File: src/rtl/rxq_pkg.sv
package rxq_pkg;
  localparam int STAT_W        = 32;
  localparam int FILL_LSB      = 0;
  localparam int GET_LSB       = 8;
  localparam int PUT_LSB       = 16;
  localparam int FULL_BIT      = 24;
  localparam int LOST_BIT      = 25;
  localparam int FIELD_W       = 8;

  // Assemble one status word from its fields.
  function automatic logic [STAT_W-1:0] pack_status(
    input logic [FIELD_W-1:0] fill,
    input logic [FIELD_W-1:0] get,
    input logic [FIELD_W-1:0] put,
    input logic               full,
    input logic               lost
  );
    logic [STAT_W-1:0] w;
    w = '0;
    w[FILL_LSB +: FIELD_W] = fill;
    w[GET_LSB  +: FIELD_W] = get;
    w[PUT_LSB  +: FIELD_W] = put;
    w[FULL_BIT]            = full;
    w[LOST_BIT]            = lost;
    return w;
  endfunction
endpackage

File: src/rtl/rxq_ack_decode.sv
module rxq_ack_decode #(
  parameter int DEPTH = 3,
  parameter int IW    = 2,
  parameter int FW    = 2
) (
  input  logic [IW-1:0] get_idx,
  input  logic [FW-1:0] fill,
  input  logic [IW-1:0] ack_idx,
  output logic          hit,
  output logic [FW-1:0] rel_cnt,
  output logic [IW-1:0] next_get
);
  localparam int CW = ((IW > FW) ? IW : FW) + 2;

  logic [CW-1:0] a_w, g_w, f_w, off;
  logic          in_range;

  always_comb begin
    a_w = CW'(ack_idx);
    g_w = CW'(get_idx);
    f_w = CW'(fill);
    // distance from the oldest entry to the acknowledged slot
    off = (a_w >= g_w) ? (a_w - g_w) : (a_w + CW'(DEPTH) - g_w);
    in_range = a_w < CW'(DEPTH);
    hit      = in_range && (off < f_w);
    rel_cnt  = FW'(off + CW'(1));
    next_get = (ack_idx == IW'(DEPTH - 1)) ? '0 : ack_idx + IW'(1);
  end
endmodule

File: src/rtl/rxq_channel.sv
module rxq_channel
  import rxq_pkg::*;
#(
  parameter int DEPTH = 3,
  parameter int IW    = 2,
  parameter int FW    = 2
) (
  input  logic              clk,
  input  logic              rst,
  input  logic              push,
  input  logic              overwrite,
  input  logic              ack_v,
  input  logic [IW-1:0]     ack_idx,
  input  logic              lost_clr,
  output logic [STAT_W-1:0] status,
  output logic              irq_new,
  output logic              irq_full,
  output logic              irq_lost
);
  logic [IW-1:0] get_q, put_q, get_a, get_n, put_n, dec_next;
  logic [FW-1:0] fill_q, fill_a, fill_n, dec_rel;
  logic          lost_q, lost_n;
  logic          dec_hit, hit, room, store, lost_ev, full_rise;

  rxq_ack_decode #(.DEPTH(DEPTH), .IW(IW), .FW(FW)) u_dec (
    .get_idx (get_q),
    .fill    (fill_q),
    .ack_idx (ack_idx),
    .hit     (dec_hit),
    .rel_cnt (dec_rel),
    .next_get(dec_next)
  );

  function automatic logic [IW-1:0] wrap_inc(input logic [IW-1:0] v);
    return (v == IW'(DEPTH - 1)) ? '0 : v + IW'(1);
  endfunction

  always_comb begin
    hit    = ack_v && dec_hit;
    // release first, then push sees the freed room
    fill_a = hit ? fill_q - dec_rel : fill_q;
    get_a  = hit ? dec_next : get_q;
    room   = fill_a < FW'(DEPTH);
    store  = push && (room || overwrite);
    lost_ev = push && !room;
    put_n  = store ? wrap_inc(put_q) : put_q;
    get_n  = (push && !room && overwrite) ? wrap_inc(get_a) : get_a;
    fill_n = (push && room) ? fill_a + FW'(1) : fill_a;
    full_rise = (fill_q != FW'(DEPTH)) && (fill_n == FW'(DEPTH));
    lost_n = (lost_q && !lost_clr) || lost_ev;
  end

  always_ff @(posedge clk) begin
    if (rst) begin
      get_q    <= '0;
      put_q    <= '0;
      fill_q   <= '0;
      lost_q   <= 1'b0;
      irq_new  <= 1'b0;
      irq_full <= 1'b0;
      irq_lost <= 1'b0;
    end else begin
      get_q    <= get_n;
      put_q    <= put_n;
      fill_q   <= fill_n;
      lost_q   <= lost_n;
      irq_new  <= store;
      irq_full <= full_rise;
      irq_lost <= lost_ev;
    end
  end

  assign status = pack_status(FIELD_W'(fill_q), FIELD_W'(get_q), FIELD_W'(put_q),
                              fill_q == FW'(DEPTH), lost_q);

  assert_fill_bound_R3: assert property (@(posedge clk) disable iff (rst)
    fill_q <= FW'(DEPTH));

  assert_grow_R3: assert property (@(posedge clk) disable iff (rst)
    push && !ack_v && (fill_q < FW'(DEPTH)) |=> fill_q == $past(fill_q) + FW'(1));

  assert_bad_ack_R5: assert property (@(posedge clk) disable iff (rst)
    ack_v && !dec_hit && !push |=> $stable(get_q) && $stable(fill_q) && $stable(put_q));

  assert_locked_drop_R6: assert property (@(posedge clk) disable iff (rst)
    push && !overwrite && !ack_v && (fill_q == FW'(DEPTH))
    |=> $stable(put_q) && $stable(get_q) && lost_q);

  assert_overwrite_R7: assert property (@(posedge clk) disable iff (rst)
    push && overwrite && !ack_v && (fill_q == FW'(DEPTH))
    |=> (fill_q == FW'(DEPTH)) && (get_q != $past(get_q)) && lost_q);

  assert_lost_sticky_R8: assert property (@(posedge clk) disable iff (rst)
    lost_q && !lost_clr |=> lost_q);

  assert_lost_pulse_R12: assert property (@(posedge clk) disable iff (rst)
    irq_lost |-> lost_q);
endmodule

File: src/rtl/rxq_index_ctrl.sv
module rxq_index_ctrl
  import rxq_pkg::*;
#(
  parameter  int DEPTH    = 3,
  parameter  int NUM_FIFO = 2,
  localparam int IW       = (DEPTH > 1) ? $clog2(DEPTH) : 1,
  localparam int SW       = (NUM_FIFO > 1) ? $clog2(NUM_FIFO) : 1
) (
  input  logic                            clk,
  input  logic                            rst,
  input  logic                            push_valid,
  input  logic [SW-1:0]                   push_sel,
  input  logic [NUM_FIFO-1:0]             overwrite_en,
  input  logic                            ack_valid,
  input  logic [SW-1:0]                   ack_sel,
  input  logic [IW-1:0]                   ack_idx,
  input  logic [NUM_FIFO-1:0]             lost_clr,
  output logic [NUM_FIFO-1:0][STAT_W-1:0] fifo_status,
  output logic [NUM_FIFO-1:0]             irq_new,
  output logic [NUM_FIFO-1:0]             irq_full,
  output logic [NUM_FIFO-1:0]             irq_lost
);
  localparam int FW = $clog2(DEPTH + 1);

  logic [NUM_FIFO-1:0] push_vec, ack_vec;

  for (genvar f = 0; f < NUM_FIFO; f++) begin : g_ch
    assign push_vec[f] = push_valid && (push_sel == SW'(f));
    assign ack_vec[f]  = ack_valid && (ack_sel == SW'(f));

    rxq_channel #(.DEPTH(DEPTH), .IW(IW), .FW(FW)) u_ch (
      .clk      (clk),
      .rst      (rst),
      .push     (push_vec[f]),
      .overwrite(overwrite_en[f]),
      .ack_v    (ack_vec[f]),
      .ack_idx  (ack_idx),
      .lost_clr (lost_clr[f]),
      .status   (fifo_status[f]),
      .irq_new  (irq_new[f]),
      .irq_full (irq_full[f]),
      .irq_lost (irq_lost[f])
    );
  end

  assert_single_new_R10: assert property (@(posedge clk) disable iff (rst)
    $onehot0(irq_new));

  assert_new_follows_push_R10: assert property (@(posedge clk) disable iff (rst)
    !push_valid |=> irq_new == '0);
endmodule

File: config.mk
export PLATFORM = sky130hd
export DESIGN_NAME = rxq_index_ctrl
export DESIGN_NICKNAME = d
export VERILOG_FILES = /design/src/rtl/rxq_pkg.sv /design/src/rtl/rxq_ack_decode.sv /design/src/rtl/rxq_channel.sv /design/src/rtl/rxq_index_ctrl.sv
export SDC_FILE = /design/constraint.sdc
export NUM_CORES = 1
export LEC_CHECK = 0
export ABC_AREA = 1
export CAP_MARGIN = 20
export CORE_ASPECT_RATIO = 1.25
export CORE_MARGIN = 2
export CORE_UTILIZATION = 47
export CTS_CLUSTER_SIZE = 20
export DETAILED_ROUTE_END_ITERATION = 8
export MAX_ROUTING_LAYER = met4
export PLACE_DENSITY = 0.86
export SYNTH_ARGS = -nofsm -noshare
export SYNTH_HDL_FRONTEND = slang
export SYNTH_SLANG_ARGS = --single-unit
File: constraint.sdc
create_clock -name clk -period 9.6 [get_ports clk]
set_clock_uncertainty 0.15 [all_clocks]
set_input_delay 1.92 -clock clk [delete_from_list [all_inputs] [get_ports clk]]
set_output_delay 1.92 -clock clk [all_outputs]
set_load 0.02 [all_outputs]
==> results of run 1 <==
[registers in the layout (all words and copies together) (netlist names)]
| signal | count |
|---|---|
| g_ch.u_ch.irq_new | 2 |
| g_ch.u_ch.get_q | 4 |
| g_ch.u_ch.lost_q | 2 |
| g_ch.u_ch.irq_lost | 2 |
| g_ch.u_ch.irq_full | 2 |
| g_ch.u_ch.fill_q | 4 |
| g_ch.u_ch.put_q | 4 |
[how the worst min path moves through the flow]
stage / from / endpoint / slack, ns / cells after the start
floorplan: g_ch[0].u_ch.lost_q / g_ch[0].u_ch.lost_q / 0.29 / 2
global placement: g_ch[1].u_ch.lost_q / g_ch[1].u_ch.lost_q / 0.31 / 2
detailed placement: g_ch[1].u_ch.lost_q / g_ch[1].u_ch.lost_q / 0.31 / 2
CTS: g_ch[1].u_ch.lost_q / g_ch[1].u_ch.lost_q / 0.33 / 2
global route: g_ch[1].u_ch.put_q[1] / g_ch[1].u_ch.put_q[1] / 0.38 / 2
finish: g_ch[0].u_ch.lost_q / g_ch[0].u_ch.lost_q / 0.33 / 2
[where the power goes]
group	internal, uW	switching [uW]	leakage (uW)
clock network	36.5	28.2	0.0000288
logic	22.4	44.8	0.000936
registers	86.6	3.17	0.000163
total	146	76.2	0.00113
[critical path, stage by stage]
cell             delay (ns)
clkdlybuf4s50_1        0.57
inv_1                  0.11
ha_1                   0.22
fa_1                   0.44
inv_1                  0.14
nor2_4                 0.06
nand2_1                0.05
o21ai_0                0.07
inv_1                  0.06
ha_1                   0.13
inv_1                  0.04
fa_1                   0.36
nor2_1                 0.09
nand2_1                0.06
nor2_2                 0.24
nand3_4                0.15
nand2_1                0.10
nand2_1                0.05
ha_1                   0.22
nor2_1                 0.17
inv_1                  0.09
or2_1                  0.22
nand3_1                0.08
nor2_1                 0.04
[layer usage]
metal | up-vias | GRT usage
met5 | - | -
met4 | 0 | 0.0667
met3 | 5 | 0.0159
met2 | 58 | 0.243
met1 | 675 | 0.175
li1 | 823 | -
[per-stage QoR]
step	hold slack (ns)	std cells	instance area, sq um
finish	0.328	366	2230
detailed placement	0.310	362	2170
global placement	0.306	362	2170
global route	0.382	366	2230
floorplan	0.288	332	2210
CTS	0.330	366	2230
[cells by family (layout without fill, tap and decap cells)]
family | after synthesis | after routing | synth area share
and+or+nand+nor | 115 | 115 | 0.278
buffers and inverters | 108 | 86 | 0.307
adders and majority gates | 21 | 21 | 0.151
DFF | 20 | 20 | 0.197
AOI/OAI and AO/OA | 19 | 19 | 0.0602
other | 1 | 48 | 0.00184
muxes | 1 | 1 | 0.00492
[area by class of cell]
| type | instances | area [sq um] |
|---|---|---|
| timing repair buffer | 33 | 330 |
| multi-input combinational | 204 | 1190 |
| sequential | 20 | 400 |
| clock buffer | 4 | 55.1 |
| inverter | 49 | 186 |
| tap | 56 | 70.1 |
| fill | 413 | 1900 |
[layout by cell type (no fill, tap or decap), drive strengths merged]
cell	n
a21oi	7
and3	1
clkbuf	4
clkdlybuf4s50	33
conb	48
dfxtp	20
fa	6
ha	15
inv	49
mux2i	1
nand2	57
nand3	20
nand3b	1
nand4	10
nor2	24
o21ai	10
o21bai	2
or2	2
==> results.json, run 1 <==
{
  "cp.required_ns": 9.61,
  "cts_max_level": 1,
  "grt_pass1_vias": 1349,
  "die_area_sq_um": 4880,
  "fin_util": 0.539,
  "core_region_area_sq_um": 4130,
  "hold_path.class": "reg2reg",
  "clk_pin_slew_worst_paths_ns": 0.07,
  "vias_per_cell": 4.27,
  "yosys-top-cells-area": "buf_4 (21%), dfxtp_1 (20%), ha_1 (9.2%)",
  "wl_met3_um": 193,
  "syn_inst": 285,
  "overflow": 0,
  "drt_first_pass_iters": 4,
  "worstSetupStartpointType": "primary input",
  "m1WireLength_um": 1510,
  "synth_seq_cells": 20,
  "drt_iter0_drc": 32,
  "ir_drop_mv": 0.0868,
  "status": "finished, final reports clean",
  "yosys.area.top_type": "buf_4",
  "cp-end-kind": "flop",
  "ant_nets": 0,
  "slew_violations": 0,
  "gp_congestion": 0.892,
  "n_antenna_cell": 0,
  "ios": 82,
  "tritoncts": "built",
  "initial_core_util": 0.493,
  "dieWidth_um": 62.9,
  "grt.total_usage": 0.145,
  "ys_seq_area_frac": 0.197,
  "wl_per_cell_um": 9.05,
  "cp_max_fo": 7,
  "synth_edf_count": 0,
  "cts.sinks": 20,
  "routed_wl_um": 3310,
  "period_minus_slack_ns": 5.71,
  "synth.most_common_cell": "buf_4",
  "yosysTopAreaCellShare": 0.207,
  "synth_warnings": 0,
  "reg2reg_from": "g_ch[0].u_ch.get_q[0]",
  "clk_latency_ns": 0.26,
  "ctsHoldBuffers": 0,
  "powerDensity_nw_per_um2": 99.5,
  "rsz0062_at_grt": "false",
  "reg2reg_depth": 22,
  "grt_max_degree": 14,
  "post_cts_buffers": 0,
  "endpoint": "g_ch[0].u_ch.irq_full",
  "cap_violations": 0,
  "portBuffers": 33,
  "synth_ff_type": "dfxtp_1",
  "fp-row-count": 26,
  "crit_arrival_ns": 5.72,
  "synth.avg_cell_area_sq_um": 7.14,
  "drive_gt1_frac": 0.0806,
  "clock_path_buffers": 2,
  "startpoint": "ack_idx[0]",
  "pre_cts_ws_ns": 3.58,
  "finalHoldViolCount": 0,
  "nNetsFinal": 344,
  "highest_layer": "met4",
  "ff2ff_setup_slack_ns": 5.88,
  "total_power_uw": 222,
  "syn_area_sq_um": 2040,
  "clock.fmax_mhz": 175,
  "grt_first_pass_wirelength_um": 5660,
  "setup_violations": 0,
  "numCtsBuffers": 3,
  "area_growth_pct": 9.47,
  "cts_root_buffer": "clkbuf_8",
  "p_leak_uw": 0.00113,
  "synth_commonest_cells": "buf_4 (56), inv_1 (48), nand2_1 (46), dfxtp_1 (20), nor2_1 (20)",
  "path_class": "in2reg",
  "cts_resized": 0,
  "route.met2.wl_um": 1550,
  "setup_slack_ns": 3.89,
  "dp_hpwl_um": 2760,
  "rr_endpoint": "g_ch[0].u_ch.irq_full",
  "ys_types": 27,
  "vias": 1561,
  "antenna_found_initial": 0,
  "fp.dieH_um": 77.6,
  "async_reset_ff_frac": 0,
  "drc": 0,
  "setup_tns_ns": 0,
  "finalCritPeriodShare": 0.595
}
Note: power is estimated with default switching activity, not from simulation.
==> run 2, diff against run 1 <==
--- a/config.mk
+++ b/config.mk
@@ -9,11 +9,11 @@
 export CAP_MARGIN = 20
 export CORE_ASPECT_RATIO = 1.25
 export CORE_MARGIN = 2
-export CORE_UTILIZATION = 47
+export CORE_UTILIZATION = 44
 export CTS_CLUSTER_SIZE = 20
 export DETAILED_ROUTE_END_ITERATION = 8
 export MAX_ROUTING_LAYER = met4
-export PLACE_DENSITY = 0.86
+export PLACE_DENSITY = 0.81
 export SYNTH_ARGS = -nofsm -noshare
 export SYNTH_HDL_FRONTEND = slang
 export SYNTH_SLANG_ARGS = --single-unit
==> constraint.sdc (replaced) <==
create_clock -name clk -period 5.3 [get_ports clk]
set_clock_uncertainty 0.15 [all_clocks]
set_input_delay 1.06 -clock clk [delete_from_list [all_inputs] [get_ports clk]]
set_output_delay 1.06 -clock clk [all_outputs]
set_load 0.02 [all_outputs]
==> run 2 against run 1 <==
Net effect: die area up 6.4%; flip-flop and latch count unchanged; first-iteration DRC count down 9.4%; sequential power up 82%; routed wire length up 8.3%.
==> results.json, run 2 (synthesis gave the netlist of run 1 again) <==
{
  "path_class": "in2reg",
  "cts_max_level": 1,
  "nNetsFinal": 345,
  "grt_pass1_vias": 1414,
  "drt_iter0_drc": 29,
  "routed_wl_um": 3590,
  "finalHoldViolCount": 0,
  "multi_input_area_sq_um": 1190,
  "grt.total_usage": 0.146,
  "top_regs": "g_ch.u_ch.fill_q x4, g_ch.u_ch.get_q x4, g_ch.u_ch.put_q x4",
  "post_cts_buffers": 0,
  "crit_arrival_ns": 4.85,
  "grt_first_pass_wirelength_um": 5900,
  "hold_path.class": "reg2reg",
  "dp_hpwl_um": 3050,
  "cp.required_ns": 5.28,
  "tritoncts": "built",
  "final_cell_mix": "inv_1 (48), conb_1 (48), nand2_1 (46), clkdlybuf4s50_1 (33)",
  "grt_max_degree": 14,
  "cap_violations": 0,
  "ff_latch_area_sq_um": 400,
  "cts_resized": 0,
  "core_region_area_sq_um": 4430,
  "rsz0062_at_grt": "false",
  "cts.sinks": 20,
  "period_minus_slack_ns": 4.87,
  "finalCritPeriodShare": 0.918,
  "setup_tns_ns": 0,
  "status": "finished, final reports clean",
  "antenna_found_initial": 0,
  "drt_first_pass_iters": 4,
  "fillers": 457,
  "initial_core_util": 0.460,
  "total_power_uw": 384,
  "die_area_sq_um": 5190,
  "cp_max_fo": 7,
  "clk_latency_ns": 0.25,
  "clock.fmax_mhz": 205,
  "drc": 0,
  "fp.dieH_um": 80.1,
  "finalNonFillerCells": 368,
  "portBuffers": 33,
  "dp_cells": 365,
  "powerDensity_nw_per_um2": 173,
  "ant_nets": 0,
  "area_growth_pct": 9.28,
  "drive_gt1_frac": 0.0806,
  "setup_violations": 0,
  "ios": 82,
  "cp-end-kind": "flop",
  "ir_drop_mv": 0.127,
  "vias_per_cell": 4.34,
  "wl_per_cell_um": 9.75,
  "ctsHoldBuffers": 0,
  "cts_root_buffer": "clkbuf_8",
  "fp-row-count": 27,
  "dieWidth_um": 64.8,
  "slew_violations": 0,
  "gp_congestion": 0.850,
  "p_leak_uw": 0.00113,
  "overflow": 0,
  "clk_pin_slew_worst_paths_ns": 0.07,
  "worstSetupStartpointType": "primary input",
  "numCtsBuffers": 3,
  "vias": 1598,
  "clock_path_buffers": 2,
  "n_antenna_cell": 0
}
run 2: report_power, final:
part	internal [uW]	switching (uW)	total, uW
logic	41.1	82.6	124
registers	157	5.66	163
clock network	50.5	47.6	98.1
run 2: through the flow:
stage / worst slack [ns] / instance area, sq um / hold slack [ns] / util
2_1_floorplan: 1.07 / 2210 / 0.288 / -
6_report: 0.432 / 2220 / 0.323 / 0.503
3_5_place_dp: 0.165 / 2180 / 0.311 / 0.493
4_1_cts: 0.435 / 2220 / 0.322 / 0.503
3_3_place_gp: 0.322 / 2180 / 0.302 / 0.493
5_1_grt: 0.0803 / 2220 / 0.368 / 0.503
run 2: worst paths after layout:
kind / startpoint / endpoint / slack (ns) / depth (start not counted)
setup reg to reg: g_ch[0].u_ch.get_q[0] / g_ch[0].u_ch.fill_q[1] / 1.56 / 22
hold / removal: g_ch[0].u_ch.lost_q / g_ch[0].u_ch.lost_q / 0.32 / 2
hold reg to reg: g_ch[0].u_ch.lost_q / g_ch[0].u_ch.lost_q / 0.32 / 2
setup / recovery: ack_idx[0] / g_ch[0].u_ch.fill_q[1] / 0.43 / 24
run 2: worst max-delay path, cell delays in order:
cell             delay, ns
clkdlybuf4s50_1       0.56
inv_1                 0.11
ha_1                  0.22
fa_1                  0.44
inv_1                 0.14
nor2_4                0.06
nand2_1               0.05
o21ai_0               0.07
inv_1                 0.06
ha_1                  0.13
inv_1                 0.05
fa_1                  0.35
nor2_1                0.09
nand2_1               0.06
nor2_2                0.24
nand3_4               0.14
nand2_1               0.10
nand2_1               0.06
ha_1                  0.22
nor2_1                0.19
inv_1                 0.10
or2_1                 0.23
nand2_1               0.07
nor2_1                0.04
run 2: final cells by class:
cell class	instances	area share
inverter	49	0.0838
multi-input combinational	204	0.533
clock buffer	3	0.0186
timing repair buffer	34	0.152
tap	58	0.0326
sequential	20	0.180
run 2: layer usage:
layer / wire length [um] / track usage / up-vias
met4: 28 / 0.0511 / 0
met3: 175 / 0.0126 / 2
li1: - / - / 831
met1: 1500 / 0.168 / 712
met5: 0 / - / -
met2: 1890 / 0.264 / 53
